[config.mk]
export PLATFORM = sky130hd
export DESIGN_NAME = vec_addr_gen
export DESIGN_NICKNAME = d
export VERILOG_FILES = /design/src/rtl/vag_pkg.sv /design/src/rtl/vag_seq.sv /design/src/rtl/vag_addr_path.sv /design/src/rtl/vec_addr_gen.sv
export SDC_FILE = /design/constraint.sdc
export NUM_CORES = 1
export LEC_CHECK = 0
export ABC_AREA = 1
export BUFFER_PORTS_ARGS = -buffer_cell sky130_fd_sc_hd__buf_4
export CAP_MARGIN = 20
export CORE_MARGIN = 10
export CORE_UTILIZATION = 30
export CTS_CLUSTER_DIAMETER = 100
export DETAILED_ROUTE_END_ITERATION = 12
export RECOVER_POWER = 50
export SLEW_MARGIN = 10
export SYNTH_ARGS = -nofsm -noshare
export SYNTH_HDL_FRONTEND = slang
export SYNTH_HIERARCHICAL = 1
export SYNTH_SLANG_ARGS = --single-unit
[constraint.sdc]
create_clock -name clk -period 3.7 [get_ports clk]
set_input_delay 0.555 -clock clk [delete_from_list [all_inputs] [get_ports clk]]
set_output_delay 0.555 -clock clk [all_outputs]
set_load 0.01 [all_outputs]
[src/rtl/vag_pkg.sv]
package vag_pkg;

   typedef enum logic [1:0] {
      VAG_SEQ    = 2'b00,
      VAG_STRIDE = 2'b01,
      VAG_INDEX  = 2'b10,
      VAG_ILLEGAL = 2'b11
   } vag_mode_e;

endpackage

[src/rtl/vag_seq.sv]
module vag_seq
   import vag_pkg::*;
#(
   parameter int CNT_W = 16
) (
   input  logic             clk,
   input  logic             rst_n,
   input  logic             start_i,
   input  vag_mode_e        mode_i,
   input  logic [CNT_W-1:0] count_i,
   input  logic             fire_i,
   input  logic             idx_take_i,
   output logic             load_o,
   output logic             busy_o,
   output vag_mode_e        mode_o,
   output logic             last_o,
   output logic             idx_pend_o,
   output logic             done_o,
   output logic             err_o
);

   localparam logic [CNT_W-1:0] ONE = CNT_W'(1);

   logic             busy_q;
   vag_mode_e        mode_q;
   logic [CNT_W-1:0] elem_left_q;
   logic [CNT_W-1:0] idx_left_q;
   logic             done_q;
   logic             err_q;

   logic accept;
   logic bad_mode;
   logic empty;

   initial begin
      assert (CNT_W >= 2) else $error("vag_seq: CNT_W must be at least 2");
   end

   assign accept   = start_i && !busy_q;
   assign bad_mode = (mode_i == VAG_ILLEGAL);
   assign empty    = (count_i == '0);
   assign load_o   = accept && !bad_mode && !empty;
   assign last_o   = (elem_left_q == ONE);

   always_ff @(posedge clk) begin
      if (!rst_n) begin
         busy_q      <= 1'b0;
         mode_q      <= VAG_SEQ;
         elem_left_q <= '0;
         idx_left_q  <= '0;
         done_q      <= 1'b0;
         err_q       <= 1'b0;
      end else begin
         done_q <= 1'b0;
         err_q  <= 1'b0;
         if (accept) begin
            if (bad_mode) begin
               err_q <= 1'b1;
            end else if (empty) begin
               done_q <= 1'b1;
            end else begin
               busy_q      <= 1'b1;
               mode_q      <= mode_i;
               elem_left_q <= count_i;
               idx_left_q  <= (mode_i == VAG_INDEX) ? count_i : '0;
            end
         end else if (busy_q) begin
            if (idx_take_i) begin
               idx_left_q <= idx_left_q - ONE;
            end
            if (fire_i) begin
               elem_left_q <= elem_left_q - ONE;
               if (last_o) begin
                  busy_q <= 1'b0;
                  done_q <= 1'b1;
               end
            end
         end
      end
   end

   assign busy_o     = busy_q;
   assign mode_o     = mode_q;
   assign idx_pend_o = (idx_left_q != '0);
   assign done_o     = done_q;
   assign err_o      = err_q;

   // the final handshake closes the sequence on the next edge
   assert_done_after_last_R6: assert property (@(posedge clk) disable iff (!rst_n)
      (busy_q && fire_i && last_o) |=> (done_o && !busy_o));

   // an empty legal request finishes at once
   assert_zero_count_R7: assert property (@(posedge clk) disable iff (!rst_n)
      (accept && empty && !bad_mode) |=> (done_o && !busy_o));

   // an illegal mode never starts a sequence
   assert_err_idle_R8: assert property (@(posedge clk) disable iff (!rst_n)
      err_o |-> (!busy_o && !done_o));

   // a running sequence keeps its mode until its last handshake
   assert_ignore_start_R9: assert property (@(posedge clk) disable iff (!rst_n)
      (busy_q && !(fire_i && last_o)) |=> (busy_q && $stable(mode_q)));

endmodule

[src/rtl/vag_addr_path.sv]
module vag_addr_path
   import vag_pkg::*;
#(
   parameter int ADDR_W = 32,
   parameter int OFF_W  = 16
) (
   input  logic              clk,
   input  logic              rst_n,
   input  logic              load_i,
   input  vag_mode_e         mode_i,
   input  logic [ADDR_W-1:0] base_i,
   input  logic [OFF_W-1:0]  stride_i,
   input  logic [OFF_W-1:0]  idx_i,
   input  logic              idx_take_i,
   input  logic              fire_i,
   input  logic              last_i,
   output logic [ADDR_W-1:0] addr_o,
   output logic              vld_o
);

   localparam int EXT_W = ADDR_W - OFF_W;

   logic [ADDR_W-1:0] stride_ext;
   logic [ADDR_W-1:0] idx_ext;
   logic [ADDR_W-1:0] base_q;
   logic [ADDR_W-1:0] step_q;
   logic [ADDR_W-1:0] addr_q;
   logic              vld_q;
   logic              idx_mode_q;

   initial begin
      assert (OFF_W >= 2 && OFF_W <= ADDR_W)
         else $error("vag_addr_path: OFF_W must lie in 2..ADDR_W");
   end

   generate
      if (EXT_W > 0) begin : g_sext
         assign stride_ext = {{EXT_W{stride_i[OFF_W-1]}}, stride_i};
         assign idx_ext    = {{EXT_W{idx_i[OFF_W-1]}}, idx_i};
      end else begin : g_same
         assign stride_ext = stride_i;
         assign idx_ext    = idx_i;
      end
   endgenerate

   always_ff @(posedge clk) begin
      if (!rst_n) begin
         base_q     <= '0;
         step_q     <= '0;
         addr_q     <= '0;
         vld_q      <= 1'b0;
         idx_mode_q <= 1'b0;
      end else if (load_i) begin
         base_q     <= base_i;
         step_q     <= (mode_i == VAG_STRIDE) ? stride_ext : ADDR_W'(1);
         addr_q     <= base_i;
         idx_mode_q <= (mode_i == VAG_INDEX);
         vld_q      <= (mode_i != VAG_INDEX);
      end else if (idx_mode_q) begin
         if (idx_take_i) begin
            addr_q <= base_q + idx_ext;
            vld_q  <= 1'b1;
         end else if (fire_i) begin
            vld_q <= 1'b0;
         end
      end else if (fire_i) begin
         addr_q <= addr_q + step_q;
         if (last_i) begin
            vld_q <= 1'b0;
         end
      end
   end

   assign addr_o = addr_q;
   assign vld_o  = vld_q;

   // a stalled address is held unchanged
   assert_hold_stall_R5: assert property (@(posedge clk) disable iff (!rst_n)
      (vld_q && !fire_i) |=> (vld_q && $stable(addr_q)));

   // each accepted non-indexed element moves the address by one step
   assert_step_advance_R3: assert property (@(posedge clk) disable iff (!rst_n)
      (vld_q && !idx_mode_q && fire_i && !last_i) |=>
         (addr_q == $past(addr_q) + $past(step_q)));

endmodule

[src/rtl/vec_addr_gen.sv]
module vec_addr_gen
   import vag_pkg::*;
#(
   parameter int ADDR_W = 32,
   parameter int OFF_W  = 16,
   parameter int CNT_W  = 16
) (
   input  logic              clk,
   input  logic              rst_n,
   input  logic              start_i,
   input  logic [1:0]        mode_i,
   input  logic [ADDR_W-1:0] base_i,
   input  logic [OFF_W-1:0]  stride_i,
   input  logic [CNT_W-1:0]  count_i,
   output logic [ADDR_W-1:0] addr_o,
   output logic              addr_valid_o,
   input  logic              addr_ready_i,
   input  logic [OFF_W-1:0]  idx_data_i,
   input  logic              idx_valid_i,
   output logic              idx_ready_o,
   output logic              busy_o,
   output logic              done_o,
   output logic              err_o
);

   vag_mode_e mode_in;
   vag_mode_e mode_run;
   logic      fire;
   logic      idx_take;
   logic      load;
   logic      last;
   logic      idx_pend;
   logic      vld;

   assign mode_in  = vag_mode_e'(mode_i);
   assign fire     = vld && addr_ready_i;
   assign idx_take = idx_valid_i && idx_ready_o;

   assign idx_ready_o = busy_o && (mode_run == VAG_INDEX) && idx_pend &&
                        (!vld || addr_ready_i);

   vag_seq #(.CNT_W(CNT_W)) u_seq (
      .clk        (clk),
      .rst_n      (rst_n),
      .start_i    (start_i),
      .mode_i     (mode_in),
      .count_i    (count_i),
      .fire_i     (fire),
      .idx_take_i (idx_take),
      .load_o     (load),
      .busy_o     (busy_o),
      .mode_o     (mode_run),
      .last_o     (last),
      .idx_pend_o (idx_pend),
      .done_o     (done_o),
      .err_o      (err_o)
   );

   vag_addr_path #(.ADDR_W(ADDR_W), .OFF_W(OFF_W)) u_path (
      .clk        (clk),
      .rst_n      (rst_n),
      .load_i     (load),
      .mode_i     (mode_in),
      .base_i     (base_i),
      .stride_i   (stride_i),
      .idx_i      (idx_data_i),
      .idx_take_i (idx_take),
      .fire_i     (fire),
      .last_i     (last),
      .addr_o     (addr_o),
      .vld_o      (vld)
   );

   assign addr_valid_o = vld;

   // an accepted offset is visible as an address on the next cycle
   assert_idx_emits_R4: assert property (@(posedge clk) disable iff (!rst_n)
      idx_take |=> addr_valid_o);

   // nothing is offered while no sequence runs
   assert_idle_quiet_R1: assert property (@(posedge clk) disable iff (!rst_n)
      !busy_o |-> (!addr_valid_o && !idx_ready_o));

endmodule

After elaboration in Yosys (flattened, before gate mapping)
Index checks and enable logic that the tools add are counted.

operators by class
  equality and inequality tests = 9
  bitwise logic cells = 2
  reductions and logical operators = 28
  multiplexer cells = 35
  add/sub/neg operators = 4

operators with widths
  kind                                                  count
  2-to-1 mux 16 bit                                     11
  2-to-1 mux 32 bit                                     5
  adder 32 bit                                          2
  subtractor 16 x 1 -> 16 bit, second input constant    2
  2-to-1 mux 1 bit                                      19
  equality test 16 x 1 -> 1 bit, second input constant  1
  logical NOT 16 bit                                    1
  nonzero test 16 bit                                   1
  nonzero test 3 bit                                    3
  logical AND 1 bit                                     8
  AND reduction 4 bit                                   2
  equality test 2 bit, second input constant            3
  inequality test 2 bit, second input constant          3
  AND reduction 2 bit                                   3
  AND reduction 3 bit                                   2
  nonzero test 2 bit                                    3
  logical NOT 1 bit                                     4
  inequality test 3 bit, second input constant          1
  equality test 2 x 1 -> 1 bit, second input constant   1
  inverter 1 bit                                        2
  logical OR 1 bit                                      1

storage, ports and cells
  logic and storage cells = 89
  output and inout port bits = 37
  input port bits = 87
  bits in registers = 135

Depth between registers and ports, before layout
  depth in word-level cells = 8
  gate-level depth with buffers = 17
  mapped depth without buffers = 16

By module
Netlist, hierarchy kept.

by module, submodules not included
  module         instances  cells an instance  area an instance (um^2)  sequential area each (um^2)
  vag_addr_path  1          1461               8194.1                   1641.6
  vag_seq        1          478                2757.6                   740.7
  vec_addr_gen   1          12                 63.8                     0.0

Worst setup path before layout
OpenSTA, ideal clock, no wires.

  path kind = register to register
  start point = register u_seq.idx_left_q[0]
  end point = register u_path.addr_q[25] (netlist: u_path/addr_o[25])
  path slack = 1.298 ns
  stages on the path, launching flop included = 18
  period minus slack after synthesis = 2.402 ns
  setup time = 0.122 ns
  required time = 3.578 ns
  arrival time = 2.281 ns
  path buffers = 1
  cell sequence = dfxtp_1 inv_1 ha_1 nand3_1 nor2_1 nand3_1 nand3b_1 nand2_1 inv_1 nand3_2 nor2_2 a21oi_1 inv_2 a21oi_2 inv_2 clkbuf_1 o21ai_0 a21oi_2

on the way
  longest elaborated chain between the ends = 6

ends and longest elaborated chain
  element                          RTL line             text
  start, declared                  vag_seq.sv:27        logic [CNT_W-1:0] idx_left_q;
  start signal, assigned           vag_seq.sv:65        idx_left_q <= (mode_i == VAG_INDEX) ? count_i : '0;
  start signal, assigned           vag_seq.sv:69        idx_left_q <= idx_left_q - ONE;
  nonzero test 16 bit              vag_seq.sv:84        assign idx_pend_o = (idx_left_q != '0);
  via idx_pend                     vec_addr_gen.sv:32   logic idx_pend;
  logical AND 1 bit (2 in a row)   vec_addr_gen.sv:39   assign idx_ready_o = busy_o && (mode_run == VAG_INDEX) && idx_pend &&
  logical AND 1 bit                vec_addr_gen.sv:37   assign idx_take = idx_valid_i && idx_ready_o;
  via idx_take                     vec_addr_gen.sv:29   logic idx_take;
  inequality test 3 bit (no line)  n/a
  AND reduction 2 bit (no line)    n/a
  end signal, assigned             vag_addr_path.sv:56  addr_q <= base_i;
  end signal, assigned             vag_addr_path.sv:61  addr_q <= base_q + idx_ext;
  end signal, assigned             vag_addr_path.sv:67  addr_q <= addr_q + step_q;
  end, declared                    vag_addr_path.sv:27  logic [ADDR_W-1:0] addr_q;

The timed path passes the listed nets, and every way through them passes these cells.
A chain may end at the register's enable or synchronous reset.

Worst setup path in the final report
  start point = register u_seq.busy_q (netlist: u_seq/busy_o)
  end point = register u_seq.idx_left_q[12]

on the way
  longest elaborated chain between the ends = 6
  elaborated cells on any way between the ends = 12
  classes of those cells = eq/ne (2); mux (1); reduce/logical (9)

ends and longest elaborated chain
  element                         RTL line            text
  start, declared                 vag_seq.sv:24       logic busy_q;
  start signal, assigned          vag_seq.sv:47       busy_q <= 1'b0;
  start signal, assigned          vag_seq.sv:62       busy_q <= 1'b1;
  start signal, assigned          vag_seq.sv:74       busy_q <= 1'b0;
  logical AND 1 bit (3 in a row)  vec_addr_gen.sv:39
  logical AND 1 bit               vec_addr_gen.sv:37
  nonzero test 2 bit (no line)    n/a
  AND reduction 4 bit (no line)   n/a

Several ways; a longest one is shown, not always the timed one.

==> impl_metrics.py <==
metrics = {
    "status": {
        "violated_checks": "capacitance limit, slew limit",
        "status": "finished with violations",
    },
    "grt": {
        "grt_antenna_before_repair": 2,
        "globalRoute.totalOverflow": 0,
        "grt_first_pass_wirelength_um": 60200,
        "grt_use_total_pct": 16.8,
        "via_count_of_the_first_global_routing_pass": 11500,
        "grt_max_degree": 85,
    },
    "layout": {
        "final_common_cell": "sky130_fd_sc_hd__nand2_1",
        "final_cell_mix": "sky130_fd_sc_hd__nand2_1 (725), sky130_fd_sc_hd__inv_1 (276), sky130_fd_sc_hd__nor2_1 (203)",
        "final_layout_size_suffix_gt1_share_pct": 10.9,
        "antenna_cells": 0,
        "layout-area-overhead-vs-synth_pct": 15.5,
        "final_design_area_no_fill_um2": 12700,
        "nets": 2206,
    },
    "die": {
        "floorplan.io_pins": 124,
        "floorplan.die.height_um": 212,
        "start_util_pct": 30.2,
        "coreArea_um2": 36400,
        "floorplan.rows": 70,
        "die_area_um2": 44800,
        "die-width_um": 212,
    },
    "timing": {
        "final_hold_viol_count": 0,
        "period_share_pct": 82.2,
        "final_critical_path_setup_slack_ns": 0.657,
        "timing.setup.tns_ns": 0,
        "post_route_clock_skew_ns": 0.0120,
        "final_setup_violating_endpoints": 0,
        "worst_pin_slew_ns": 1.74,
        "final.min_clock_period_ns": 3.04,
        "max_slew_margin_pct": -15.8,
        "grt_setup_unrepaired": "no",
        "finalMaxSlewViolations": 36,
        "timing.fmax_mhz": 329,
    },
    "worst_setup_path": {
        "critical_r2r_launch": "u_seq/busy_o$_SDFFE_PN0P_",
        "critPathCaptureType": "register",
        "critical_path_arrival_ns": 3.35,
        "regToRegSetupSlack_ns": 0.66,
        "max_stage_delay_ns": 1.26,
        "slowest_stage": "sky130_fd_sc_hd__clkbuf_1",
        "worst_path_most_repeated_cell": "sky130_fd_sc_hd__nand2_1",
        "timing.critical_path.required_ns": 4.01,
        "critical-path-top-delay-family": "buffers and inverters",
        "rr_endpoint": "u_seq/idx_left_q[12]$_SDFFE_PN0P_",
        "critical_path_class": "reg2reg",
        "reg2reg_depth": 7,
        "crit_start": "u_seq/busy_o$_SDFFE_PN0P_",
        "critical_path.n_buffers_inverters": 1,
        "path_max_fanout": 35,
        "crit_chain": "nor2_8, clkbuf_1, nand2_2, nand3_4, nand2_1, nand2_1, nor2_1",
        "timing.critical_path.from_type": "register",
    },
    "synthesis": {
        "post_synth.cell_area_avg_um2": 5.65,
        "synth.top_cells.by_area": "sky130_fd_sc_hd__nand2_1 (25%), sky130_fd_sc_hd__dfxtp_1 (22%), sky130_fd_sc_hd__inv_1 (9.4%)",
        "synth_edf_count": 0,
        "yosysTopAreaCellShare_pct": 24.7,
        "syn_inst": 1951,
        "synth_nets": 2105,
        "synth_sequential_area_ratio_pct": 21.6,
        "yosysWarningCount": 6,
        "asyncSetResetFlopFracSynth_pct": 0,
        "syn-cell-area_um2": 11000,
        "yosysTopAreaCell": "sky130_fd_sc_hd__nand2_1",
        "register_bit_total_from_synthesis": 119,
        "synth_ff_type": "sky130_fd_sc_hd__dfxtp_1",
        "synth_cell_type_count": 47,
    },
    "power_and_ir_drop": {
        "report.power.total_mw": 4.56,
        "power.density_cell_area_nw_per_um2": 358,
        "total_leakage_power_nw": 6.79,
        "ir_worst_vdd_v": 0.000320,
    },
    "flow_run": {
        "maxCapViolCount": 1,
    },
    "routing": {
        "routedWlPerCell_um": 15.2,
        "via_per_inst": 4.84,
        "drt-total-wl_um": 38500,
        "drt.antenna.violating_nets": 0,
        "drcViolationCount": 0,
        "vias": 12200,
        "drt_iter0_markers": 980,
        "first_pass_iters": 5,
    },
    "place": {
        "numPortBuffers": 123,
        "dp_hpwl_um": 30900,
        "place_area_um2": 12300,
        "post-place-ws_ns": 0.879,
        "finalWeightedCongestion": 0.924,
    },
    "min_path": {
        "hold_end": "u_path/step_q[12]$_SDFFE_PN0P_",
        "hold_class": "in2reg",
        "hold-path-cell-count": 3,
        "startpoint_of_the_most_critical_hold_path": "stride_i[12]",
    },
    "clock_tree": {
        "clock-root-buffer": "sky130_fd_sc_hd__clkbuf_16",
        "cts_hold_buffers": 0,
        "cts_tree": "built",
        "clock_sinks": 119,
        "cts.clk_slew.worst_paths_ns": 0.06,
        "post_cts.repair.setup_buffers": 0,
        "cts_repair_resize_count": 0,
        "worst_skew_pair_later_pin_latency_ns": 0.42,
        "cts.path.max_buffers": 2,
        "ctsHtreeMaxLevel": 4,
        "cts-buffers-inserted": 17,
    },
}
==> per-layer routing <==
layer  wire (um)  vias to the layer above  global-route usage (%)  share of wire [%]
met5          40                        -                       0               0.10
met4         822                        4                    4.29                2.1
met3        2630                       47                    4.16                6.8
met2       18000                      388                    28.8                 47
met1       17100                     5483                    20.6                 44
li1            -                     6325                       -                  -
==> where the power goes <==
part / leakage (nW) / total, mW / switching (mW) / internal [mW]
clock: 0.262 / 1.56 / 0.616 / 0.948
sequential: 0.980 / 1.53 / 0.134 / 1.40
combinational: 5.55 / 1.47 / 0.959 / 0.509
==> cells by family (layout without fill, tap and decap cells) <==
| family | count (synthesis) | after routing | share of synthesized area, % |
|---|---|---|---|
| compound gates | 290 | 290 | 14.4 |
| xor+xnor | 12 | 12 | 0.954 |
| fa+ha+maj | 67 | 67 | 7.75 |
| buf+inv | 337 | 450 | 12.0 |
| flops | 119 | 119 | 21.6 |
| simple gates | 1126 | 1126 | 43.3 |
==> cell usage after synthesis (5+ instances only) <==
| library cell | n |
|---|---|
| sky130_fd_sc_hd__ha_1 | 65 |
| sky130_fd_sc_hd__nand3_2 | 13 |
| sky130_fd_sc_hd__nand3_1 | 97 |
| sky130_fd_sc_hd__o21ai_2 | 9 |
| sky130_fd_sc_hd__nand3b_1 | 7 |
| sky130_fd_sc_hd__xor2_1 | 8 |
| sky130_fd_sc_hd__nor2_1 | 202 |
| sky130_fd_sc_hd__nand2_2 | 29 |
| sky130_fd_sc_hd__buf_2 | 13 |
| sky130_fd_sc_hd__a31oi_1 | 9 |
| sky130_fd_sc_hd__a21oi_2 | 14 |
| sky130_fd_sc_hd__nand4_1 | 12 |
| sky130_fd_sc_hd__a21oi_1 | 150 |
| sky130_fd_sc_hd__inv_2 | 9 |
| sky130_fd_sc_hd__o21ai_0 | 89 |
| sky130_fd_sc_hd__nor3_1 | 5 |
| sky130_fd_sc_hd__nor2_2 | 16 |
| sky130_fd_sc_hd__nand2_1 | 724 |
| sky130_fd_sc_hd__dfxtp_1 | 119 |
| sky130_fd_sc_hd__inv_1 | 276 |
| sky130_fd_sc_hd__o21ai_1 | 5 |
| sky130_fd_sc_hd__clkbuf_1 | 27 |
==> through the flow <==
| step | utilization [%] | std cells | hold slack, ns |
|---|---|---|---|
| floorplan | - | 1951 | 0.443 |
| global placement | 33.9 | 2500 | 0.457 |
| detailed placement | 33.9 | 2500 | 0.461 |
| CTS | 35.4 | 2531 | 0.387 |
| global route | 34.9 | 2532 | 0.389 |
| finish | 34.9 | 2532 | 0.396 |
==> registers in the layout, summed over array words and instances, names as in the netlist <==
register           count
u_path/addr_o         32
u_path/base_q         32
u_path/idx_mode_q      1
u_path/step_q         16
u_path/vld_o           1
u_seq/busy_o           1
u_seq/done_o           1
u_seq/elem_left_q     16
u_seq/err_o            1
u_seq/idx_left_q      16
u_seq/mode_o           2
==> worst max-delay path by stage <==
stage / depth (start not counted) / end / slack, ns
global route: 8 / u_path/addr_o[1]$_SDFFE_PN0P_ / 0.41
floorplan: 17 / u_path/addr_o[25]$_SDFFE_PN0P_ / 1.30
CTS: 16 / u_path/addr_o[21]$_SDFFE_PN0P_ / 0.86
detailed placement: 16 / u_path/addr_o[8]$_SDFFE_PN0P_ / 0.88
finish: 7 / u_seq/idx_left_q[12]$_SDFFE_PN0P_ / 0.66
global placement: 16 / u_path/addr_o[20]$_SDFFE_PN0P_ / 0.96
==> final cells by class <==
class / instances / area [um2]
Multi-Input combinational cell: 1495 / 7290
Timing Repair Buffer: 132 / 846
Inverter: 287 / 1080
Sequential cell: 119 / 2380
Fill cell: 4098 / 23700
Tap cell: 468 / 586
Clock buffer: 22 / 464
Clock inverter: 9 / 77.6
==> tightest hold or removal path, cell delays in order <==
cell,delay (ns)
sky130_fd_sc_hd__buf_4,0.11
sky130_fd_sc_hd__nand2_1,0.05
sky130_fd_sc_hd__a21oi_1,0.05
(Power assumes the default switching activity.)
